[src/rtl/sarb_pkg.sv]
package sarb_pkg;

    typedef enum logic [1:0] {
        RSP_OKAY  = 2'b00,
        RSP_ERROR = 2'b01,
        RSP_RETRY = 2'b10,
        RSP_SPLIT = 2'b11
    } rsp_e;

    typedef enum logic [1:0] {
        TRN_IDLE   = 2'b00,
        TRN_BUSY   = 2'b01,
        TRN_NONSEQ = 2'b10,
        TRN_SEQ    = 2'b11
    } trn_e;

endpackage

[src/rtl/sarb_rr_pick.sv]
module sarb_rr_pick #(
    parameter int NM = 3,
    parameter int IW = 2
) (
    input  logic [NM-1:0] elig_i,
    input  logic [IW-1:0] ptr_i,
    output logic          win_vld_o,
    output logic [IW-1:0] win_o
);

    // Search starts at master ptr_i (1-based) and wraps.
    always_comb begin
        win_vld_o = 1'b0;
        win_o     = '0;
        for (int off = 0; off < NM; off++) begin
            int slot;
            slot = (int'(ptr_i) + NM - 1 + off) % NM;
            if (!win_vld_o && elig_i[slot]) begin
                win_vld_o = 1'b1;
                win_o     = IW'(slot + 1);
            end
        end
    end

endmodule

[src/rtl/sarb_split_mask.sv]
module sarb_split_mask #(
    parameter int NM = 3,
    parameter int IW = 2
) (
    input  logic [NM-1:0] mask_q_i,
    input  logic          split_hit_i,
    input  logic [IW-1:0] split_idx_i,
    input  logic [NM-1:0] release_i,
    output logic [NM-1:0] mask_d_o
);

    for (genvar k = 0; k < NM; k++) begin : g_bit
        logic set_k;
        assign set_k = split_hit_i && (split_idx_i == IW'(k + 1));
        // release has priority over a same-cycle set
        assign mask_d_o[k] = (mask_q_i[k] | set_k) & ~release_i[k];
    end

endmodule

[src/rtl/split_rr_arbiter.sv]
module split_rr_arbiter
    import sarb_pkg::*;
#(
    parameter int NM = 3,
    localparam int IW = $clog2(NM + 1)
) (
    input  logic          clk_i,
    input  logic          rst_ni,
    input  logic [NM-1:0] req_i,
    input  logic          ready_i,
    input  logic [1:0]    resp_i,
    input  logic [1:0]    trans_i,
    input  logic [NM-1:0] release_i,
    output logic [NM:0]   grant_o,
    output logic [IW-1:0] owner_o,
    output logic [NM-1:0] mask_o
);

    typedef struct packed {
        logic [IW-1:0] owner;
        logic [IW-1:0] downer;
        logic          dvalid;
        logic [NM-1:0] mask;
        logic [IW-1:0] ptr;
    } state_t;

    state_t        st_d, st_q;
    logic [NM-1:0] elig;
    logic          win_vld;
    logic [IW-1:0] win;
    logic          split_hit;
    logic [NM-1:0] mask_nxt;
    logic          xfer_phase;

    assign elig       = req_i & ~st_q.mask;
    assign xfer_phase = (trn_e'(trans_i) == TRN_NONSEQ) || (trn_e'(trans_i) == TRN_SEQ);
    assign split_hit  = !ready_i && (rsp_e'(resp_i) == RSP_SPLIT)
                        && st_q.dvalid && (st_q.downer != '0);

    sarb_rr_pick #(.NM(NM), .IW(IW)) i_pick (
        .elig_i    (elig),
        .ptr_i     (st_q.ptr),
        .win_vld_o (win_vld),
        .win_o     (win)
    );

    sarb_split_mask #(.NM(NM), .IW(IW)) i_mask (
        .mask_q_i    (st_q.mask),
        .split_hit_i (split_hit),
        .split_idx_i (st_q.downer),
        .release_i   (release_i),
        .mask_d_o    (mask_nxt)
    );

    always_comb begin
        st_d      = st_q;
        st_d.mask = mask_nxt;
        if (ready_i) begin
            st_d.downer = st_q.owner;
            st_d.dvalid = xfer_phase;
            if (win_vld) begin
                st_d.owner = win;
                st_d.ptr   = (win == IW'(NM)) ? IW'(1) : win + IW'(1);
            end else begin
                st_d.owner = '0;
            end
        end
    end

    always_ff @(posedge clk_i) begin
        if (!rst_ni) begin
            st_q.owner  <= '0;
            st_q.downer <= '0;
            st_q.dvalid <= 1'b0;
            st_q.mask   <= '0;
            st_q.ptr    <= IW'(1);
        end else begin
            st_q <= st_d;
        end
    end

    for (genvar k = 0; k <= NM; k++) begin : g_grant
        assign grant_o[k] = (st_q.owner == IW'(k));
    end

    assign owner_o = st_q.owner;
    assign mask_o  = st_q.mask;

endmodule

[config.mk]
export PLATFORM = sky130hd
export DESIGN_NAME = split_rr_arbiter
export DESIGN_NICKNAME = d
export VERILOG_FILES = /design/src/rtl/sarb_pkg.sv /design/src/rtl/sarb_rr_pick.sv /design/src/rtl/sarb_split_mask.sv /design/src/rtl/split_rr_arbiter.sv
export SDC_FILE = /design/constraint.sdc
export NUM_CORES = 1
export LEC_CHECK = 0
export BUFFER_PORTS_ARGS = -buffer_cell sky130_fd_sc_hd__buf_2
export CELL_PAD_IN_SITES_DETAIL_PLACEMENT = 1
export CELL_PAD_IN_SITES_GLOBAL_PLACEMENT = 1
export CORE_UTILIZATION = 37
export CTS_CLUSTER_SIZE = 10
export DETAILED_ROUTE_END_ITERATION = 12
export GPL_TIMING_DRIVEN = 1
export PLACE_DENSITY = 0.86
export SLEW_MARGIN = 20
export SYNTH_ARGS = -nofsm -noshare
export SYNTH_HDL_FRONTEND = slang
export SYNTH_SLANG_ARGS = --single-unit
[constraint.sdc]
create_clock -name clk_i -period 2.5 [get_ports clk_i]
set_clock_uncertainty 0.1 [all_clocks]
set_input_delay 0.5 -clock clk_i [delete_from_list [all_inputs] [get_ports clk_i]]
set_output_delay 0.5 -clock clk_i [all_outputs]
set_load 0.01 [all_outputs]
==> load_flow_metrics.sql, run 1 <==
INSERT INTO impl_metrics (metric_group, metric, value, unit) VALUES
('clock_tree', 'clk_path_buf_depth', '2', ''),
('logic_synthesis', 'combinational_family_with_the_most_area_after_synthesis', 'simple AND/OR/NAND/NOR gates', ''),
('logic_synthesis', 'synth.avg_cell_area', '8.76', 'µm²'),
('setup_path', 'cpPeakStageDelay', '0.44', 'ns'),
('clock_tree', 'clock_latency', '0.26', 'ns'),
('setup_path', 'worstPathMaxFanout', '10', ''),
('drt', 'remaining_drc_errors', '0', ''),
('timing', 'finalSetupViolations', '0', ''),
('die', 'die_h', '47.6', 'µm'),
('die', 'rows', '16', ''),
('grt', 'global_route_total_usage_across_every_layer', '19.7', '%'),
('run', 'timing.max_cap.violations', '0', ''),
('logic_synthesis', 'complex_gate_fraction_of_the_synthesized_area', '18.8', '%'),
('final_layout', 'design_area', '937', 'µm²'),
('power', 'power.density', '1150', 'mW/mm²'),
('power', 'leakage_power_total', '0.409', 'nW'),
('setup_path', 'endpoint_kind', 'flip-flop', ''),
('logic_synthesis', 'gate_count_post_synth', '88', ''),
('die', 'floorplan.io_pins', '22', ''),
('logic_synthesis', 'synthXorXnorAreaFrac', '0', '%'),
('timing', 'min_period', '2.32', 'ns'),
('setup_path', 'reg2regPathDepth', '8', ''),
('clock_tree', 'clk_transition_reported_paths', '0.07', 'ns'),
('timing', 'timing.final.hold_violations', '0', ''),
('die', 'initial_utilization', '39.3', '%'),
('setup_path', 'worst_path_max_delay_cell', 'sky130_fd_sc_hd__a2111oi_2', ''),
('timing', 'timing.setup.tns', '0', 'ns'),
('die', 'core', '0.00196', 'mm²'),
('clock_tree', 'htree_num_levels', '1', ''),
('setup_path', 'critical_path.cell_chain', 'inv_1, ha_4, nor4bb_2, nor3_1, a2111oi_2, nor2_1, ha_1, a211oi_1', ''),
('logic_synthesis', 'synthArstFlopShare', '0', '%'),
('placed_design', 'placement.setup.worst_slack', '-0.0205', 'ns'),
('grt', 'largest_net_degree_at_the_start_of_global_routing', '13', ''),
('drt', 'post_drt_via_cell_ratio', '5.32', ''),
('timing', 'rsz0062_at_grt', 'no', ''),
('drt', 'ant_nets', '0', ''),
('grt', 'first_global_vias', '687', ''),
('logic_synthesis', 'ys_seq_area_share', '26.0', '%'),
('die', 'fp.dieArea', '0.00227', 'mm²'),
('logic_synthesis', 'synth_enable_flop_cells', '0', ''),
('timing', 'max_freq', '0.431', 'GHz'),
('placed_design', 'io_port_bufs', '20', ''),
('logic_synthesis', 'synth-warning-count', '0', ''),
('final_layout', 'area_growth_syn_to_layout', '21.6', '%'),
('worst_hold_path', 'timing.hold.worst_path_depth', '2', ''),
('power', 'max-vdd-ir-drop', '0.466', 'mV'),
('timing', 'slew_headroom', '73.8', '%'),
('run_status', 'status', 'complete, no violations', ''),
('logic_synthesis', 'synth_fa_ha_area_share', '8.12', '%'),
('placed_design', 'dpl.hpwl', '1450', 'µm'),
('drt', 'vias', '707', ''),
('drt', 'postRouteWirelength', '1890', 'µm'),
('drt', 'first_iter_violations', '11', ''),
('final_layout', 'layout.cells.most_common', 'sky130_fd_sc_hd__buf_2', ''),
('timing', 'timing.final.crit_share', '92.8', '%'),
('drt', 'route.detailed.wl_per_inst', '14.2', 'µm'),
('setup_path', 'required', '2.57', 'ns'),
('logic_synthesis', 'synthFlopType', 'sky130_fd_sc_hd__dfxtp_1', ''),
('placed_design', 'gpl.final_weighted_congestion', '0.824', ''),
('setup_path', 'crit_arrival', '2.39', 'ns'),
('worst_hold_path', 'hp-class', 'in2reg', ''),
('timing', 'final-max-slew-violation-count', '0', ''),
('grt', 'antenna_found_initial', '0', ''),
('placed_design', 'placed_area', '845', 'µm²'),
('clock_tree', 'hold_buffers', '0', ''),
('setup_path', 'worst-setup-path-type', 'reg2reg', ''),
('logic_synthesis', 'postSynthRegisterBits', '10', ''),
('final_layout', 'finalNetCount', '125', ''),
('setup_path', 'cp-start-kind', 'flip-flop', ''),
('timing', 'final.setup.worst_slack', '0.181', 'ns'),
('logic_synthesis', 'synth_cell_types', '33', '');
## routing by layer
layer	wire [µm]	up-vias	global-route usage, %
met3	91	0	3.77
met1	853	334	23.5
met5	0	-	0
met4	0	0	6.67
li1	-	357	-
met2	946	16	35.3
## through the flow
| step | total power, mW | utilization [%] | hold slack, ns | std cells |
|---|---|---|---|---|
| 2_1_floorplan | 0.727 | - | 0.352 | 88 |
| 3_3_place_gp | 0.796 | 43.0 | 0.371 | 128 |
| 3_5_place_dp | 0.831 | 43.0 | 0.408 | 128 |
| 4_1_cts | 0.990 | 45.0 | 0.293 | 132 |
| 5_1_grt | 1.17 | 47.8 | 0.293 | 133 |
| 6_report | 1.08 | 47.8 | 0.297 | 133 |
## cells by family (layout without fill, tap and decap cells)
family / count (synthesis) / in the layout
AND/OR/NAND/NOR: 35 / 35
AO/OA/AOI/OAI: 20 / 20
buffers and inverters: 15 / 33
flip-flops: 10 / 10
adder cells (fa/ha/maj): 5 / 5
multiplexers: 3 / 3
## sequential cells by signal, summed over array words and instances, names as in the netlist
register / count
st_q: 5
owner_o: 2
mask_o: 3
## layout make-up
class / instances / area (µm²)
Sequential cell: 10 / 203
Inverter: 8 / 30.0
Tap cell: 27 / 33.8
Fill cell: 260 / 1020
Timing Repair Buffer: 21 / 108
Clock buffer: 4 / 36.3
Multi-Input combinational cell: 63 / 527
## worst max-delay path, delay by kind of cell, from the launching register on
kind                     cells  cell delay, ns
AND/OR/NAND/NOR              3            0.50
buffers and inverters        1            0.12
adder cells (fa/ha/maj)      2            0.51
AO/OA/AOI/OAI                2            0.64
flip-flops                   1            0.35
## power breakdown
group / internal (mW) / switching (mW)
combinational: 0.329 / 0.362
clock: 0.0883 / 0.0548
sequential: 0.197 / 0.0489
total: 0.614 / 0.465
## synth_stat cells, drive strengths merged, types with 2 or more instances
| master | count | area (µm²) |
|---|---|---|
| buf | 7 | 60.1 |
| o21ai | 4 | 20.0 |
| nor3 | 5 | 25.0 |
| dfxtp | 10 | 200 |
| and4bb | 3 | 37.5 |
| nor2 | 8 | 30.0 |
| nor4b | 3 | 41.3 |
| nor4bb | 2 | 20.0 |
| inv | 7 | 26.3 |
| a211oi | 2 | 15.0 |
| nor2b | 3 | 18.8 |
| nand2b | 2 | 12.5 |
| mux2i | 3 | 30.0 |
| a31oi | 5 | 37.5 |
| a31o | 2 | 17.5 |
| a21oi | 3 | 15.0 |
| nand3b | 2 | 15.0 |
| nand2 | 2 | 7.51 |
| ha | 5 | 62.6 |
## final timing paths
| path | end | startpoint | slack, ns |
|---|---|---|---|
| worst min-delay path | mask_o[2]$_SDFF_PN0_ | release_i[2] | 0.30 |
| worst min register to register | st_q[5]$_SDFFE_PN0P_ | st_q[5]$_SDFFE_PN0P_ | 0.42 |
| worst max register to register | st_q[1]$_SDFFE_PN0P_ | st_q[1]$_SDFFE_PN0P_ | 0.18 |
| worst max-delay path | st_q[1]$_SDFFE_PN0P_ | st_q[1]$_SDFFE_PN0P_ | 0.18 |
## what timing repair did
item / 4_1_cts / 5_1_grt
gates resized for setup: 1 / 8
pin swaps: 0 / 1
endpoints found under the setup margin: 1 / 2
setup buffers: 0 / 1
Note: power is estimated with default switching activity, not from simulation.
==> run 2: changes to the inputs <==
--- a/config.mk
+++ b/config.mk
@@ -8,11 +8,11 @@
 export BUFFER_PORTS_ARGS = -buffer_cell sky130_fd_sc_hd__buf_2
 export CELL_PAD_IN_SITES_DETAIL_PLACEMENT = 1
 export CELL_PAD_IN_SITES_GLOBAL_PLACEMENT = 1
-export CORE_UTILIZATION = 37
+export CORE_UTILIZATION = 39
 export CTS_CLUSTER_SIZE = 10
 export DETAILED_ROUTE_END_ITERATION = 12
 export GPL_TIMING_DRIVEN = 1
-export PLACE_DENSITY = 0.86
+export PLACE_DENSITY = 0.9
 export SLEW_MARGIN = 20
 export SYNTH_ARGS = -nofsm -noshare
 export SYNTH_HDL_FRONTEND = slang
==> constraint.sdc (replaced) <==
create_clock -name clk_i -period 2.85 [get_ports clk_i]
set_clock_uncertainty 0.1 [all_clocks]
set_input_delay 0.57 -clock clk_i [delete_from_list [all_inputs] [get_ports clk_i]]
set_output_delay 0.57 -clock clk_i [all_outputs]
set_load 0.01 [all_outputs]
==> run 2 against run 1 <==
Core utilization grew 1.5 points; cell count shrank 2.3%; critical path depth is the same; non-clock buffer count shrank 1; largest power group unchanged; worst hold slack gained 0.055 ns; combinational power shrank 22%; clock-buffer cell count is the same.
==> load_flow_metrics.sql, run 2 (synthesis results as in run 1) <==
INSERT INTO impl_metrics (metric_group, metric, value, unit) VALUES
('run_status', 'status', 'complete, no violations', ''),
('grt', 'grt_busiest_layer', 'met2', ''),
('worst_hold_path', 'hp-class', 'in2reg', ''),
('timing', 'timing.final.hold_violations', '0', ''),
('drt', 'post_drt_via_cell_ratio', '5.63', ''),
('drt', 'route.detailed.wl_per_inst', '15.7', 'µm'),
('grt', 'met2_track_usage_gr', '39.4', '%'),
('final_layout', 'top_register', 'st_q', ''),
('grt', 'grtUsageMet1', '24.4', '%'),
('placed_design', 'gpl.final_weighted_congestion', '0.786', ''),
('setup_path', 'worstPathMaxFanout', '8', ''),
('die', 'die_h', '46.5', 'µm'),
('clock_tree', 'cts.root.buffer_cell', 'sky130_fd_sc_hd__clkbuf_4', ''),
('clock_tree', 'cts.sink_count', '10', ''),
('final_layout', 'antennaDiodeCount', '0', ''),
('drt', 'first_iter_violations', '7', ''),
('clock_tree', 'clock_tree_from_tritoncts', 'built', ''),
('drt', 'ant_nets', '0', ''),
('setup_path', 'regToRegStartpoint', 'st_q[0]$_SDFFE_PN1P_', ''),
('drt', 'first_pass_iters', '4', ''),
('drt', 'postRouteWirelength', '2040', 'µm'),
('final_layout', 'filler_cell_count', '217', ''),
('timing', 'rsz0062_at_grt', 'no', ''),
('setup_path', 'cpPeakStageDelay', '0.44', 'ns'),
('setup_path', 'cp_num_buf_inv', '1', ''),
('grt', 'first_global_vias', '742', ''),
('setup_path', 'reg_to_reg_critical_path_endpoint', 'st_q[1]$_SDFFE_PN0P_', ''),
('placed_design', 'dpl.hpwl', '1470', 'µm'),
('power', 'post-layout-total-power', '0.880', 'mW'),
('final_layout', 'area_growth_syn_to_layout', '14.0', '%'),
('die', 'die_w', '46.5', 'µm'),
('power', 'power.density', '1000', 'mW/mm²'),
('die', 'floorplan.io_pins', '22', ''),
('grt', 'first_pass_grt_wire_length', '3280', 'µm'),
('clock_tree', 'hold_buffers', '0', ''),
('setup_path', 'crit_arrival', '2.64', 'ns'),
('clock_tree', 'cts_resized', '0', ''),
('setup_path', 'worst_path_max_delay_cell', 'sky130_fd_sc_hd__a2111oi_2', ''),
('power', 'max-vdd-ir-drop', '0.479', 'mV'),
('grt', 'gr-total-overflow', '0', ''),
('clock_tree', 'clk_path_buf_depth', '2', ''),
('timing', 'timing.final.crit_share', '89.5', '%'),
('timing', 'timing_worst_slew_pin_value', '0.415', 'ns'),
('final_layout', 'mostFrequentLayoutCells', '20 x sky130_fd_sc_hd__buf_2, 10 x sky130_fd_sc_hd__dfxtp_1, 8 x sky130_fd_sc_hd__nor2_1', ''),
('final_layout', 'finalNetCount', '124', ''),
('clock_tree', 'postCtsSetupRepairBufs', '0', ''),
('grt', 'antenna_found_initial', '0', ''),
('placed_design', 'io_port_bufs', '20', ''),
('worst_hold_path', 'worst_hold_startpoint', 'release_i[0]', ''),
('timing', 'final-max-slew-violation-count', '0', ''),
('clock_tree', 'cts-buffers-inserted', '3', ''),
('timing', 'slew_headroom', '72.0', '%'),
('timing', 'timing.setup.tns', '0', 'ns'),
('worst_hold_path', 'timing.hold.worst_path_depth', '2', ''),
('clock_tree', 'clock_latency', '0.27', 'ns'),
('timing', 'max_freq', '0.392', 'GHz'),
('timing', 'final.setup.worst_slack', '0.299', 'ns'),
('setup_path', 'critical_path.cell_chain', 'inv_1, ha_1, nor4b_4, o31ai_1, a2111oi_2, nor2_1, ha_1, a211oi_1', ''),
('setup_path', 'path_common_cell', 'sky130_fd_sc_hd__ha_1', ''),
('setup_path', 'endpoint_kind', 'flip-flop', ''),
('grt', 'largest_net_degree_at_the_start_of_global_routing', '13', ''),
('placed_design', 'placement.setup.worst_slack', '0.304', 'ns'),
('drt', 'vias', '732', ''),
('final_layout', 'drive_gt1_share', '25.7', '%'),
('final_layout', 'number_of_flip_flops_under_the_largest_register_name', '5', ''),
('power', 'leakage_power_total', '0.397', 'nW'),
('clock_tree', 'htree_num_levels', '1', ''),
('timing', 'finalSetupViolations', '0', ''),
('setup_path', 'timing.reg2reg.setup_slack', '0.30', 'ns'),
('die', 'core', '0.00178', 'mm²'),
('die', 'fp.dieArea', '0.00216', 'mm²'),
('final_layout', 'layout.cells.most_common', 'sky130_fd_sc_hd__buf_2', ''),
('grt', 'gr-usage-met3', '1.96', '%'),
('timing', 'min_period', '2.55', 'ns'),
('run', 'timing.max_cap.violations', '0', ''),
('setup_path', 'critical_path.top_delay_family', 'compound AO/OA/AOI/OAI gates', ''),
('setup_path', 'cp-start-kind', 'flip-flop', ''),
('setup_path', 'required', '2.94', 'ns'),
('drt', 'remaining_drc_errors', '0', ''),
('setup_path', 'reg2regPathDepth', '8', ''),
('grt', 'global_route_total_usage_across_every_layer', '22.2', '%'),
('die', 'initial_utilization', '43.2', '%'),
('die', 'rows', '15', ''),
('worst_hold_path', 'hold-path-endpoint', 'mask_o[0]$_SDFF_PN0_', ''),
('clock_tree', 'clk_transition_reported_paths', '0.07', 'ns'),
('setup_path', 'worst-setup-path-type', 'reg2reg', '');
[run 2: changes by cell type in the layout (fill, tap and decap cells not counted), sizes merged]
cell	before	now
buf	21	20
[run 2: final cells by class]
class	instances	area [µm²]	area share, %
clock buffer	4	36.3	4.13
timing repair buffer	20	100	11.4
sequential	10	200	22.8
tap	25	31.3	3.56
multi-input combinational	63	480	54.7
inverter	8	30.0	3.42
[run 2: power breakdown]
part	internal [mW]	total [mW]	switching, mW	leakage [nW]
logic	0.227	0.540	0.313	0.295
clock network	0.0776	0.132	0.0545	0.0210
registers	0.170	0.208	0.0376	0.0816
[run 2: routing by layer]
metal / routed length (µm) / share of wire (%)
met1: 816 / 40
met3: 60 / 2.9
met4: 86 / 4.2
met5: 0 / 0
met2: 1070 / 53
[run 2: how the worst max path moves through the flow]
stage                                    start                   end  slack, ns  depth (start not counted)
after floorplan           st_q[0]$_SDFFE_PN1P_  st_q[1]$_SDFFE_PN0P_       0.56                          8
after global placement    st_q[0]$_SDFFE_PN1P_  st_q[1]$_SDFFE_PN0P_       0.40                          8
final                     st_q[0]$_SDFFE_PN1P_  st_q[1]$_SDFFE_PN0P_       0.30                          8
after CTS                 st_q[0]$_SDFFE_PN1P_  st_q[1]$_SDFFE_PN0P_       0.30                          8
after detailed placement  st_q[0]$_SDFFE_PN1P_  st_q[1]$_SDFFE_PN0P_       0.30                          8
after global routing      st_q[0]$_SDFFE_PN1P_  st_q[1]$_SDFFE_PN0P_       0.04                          8
[run 2: per-stage QoR]
step | instance area [µm²] | hold slack, ns | util (%) | cells
final | 878 | 0.352 | 49.3 | 130
after global routing | 878 | 0.351 | 49.3 | 130
after CTS | 878 | 0.351 | 49.3 | 130
after detailed placement | 842 | 0.398 | 47.2 | 126
after global placement | 842 | 0.370 | 47.2 | 126
after floorplan | 771 | 0.352 | - | 88
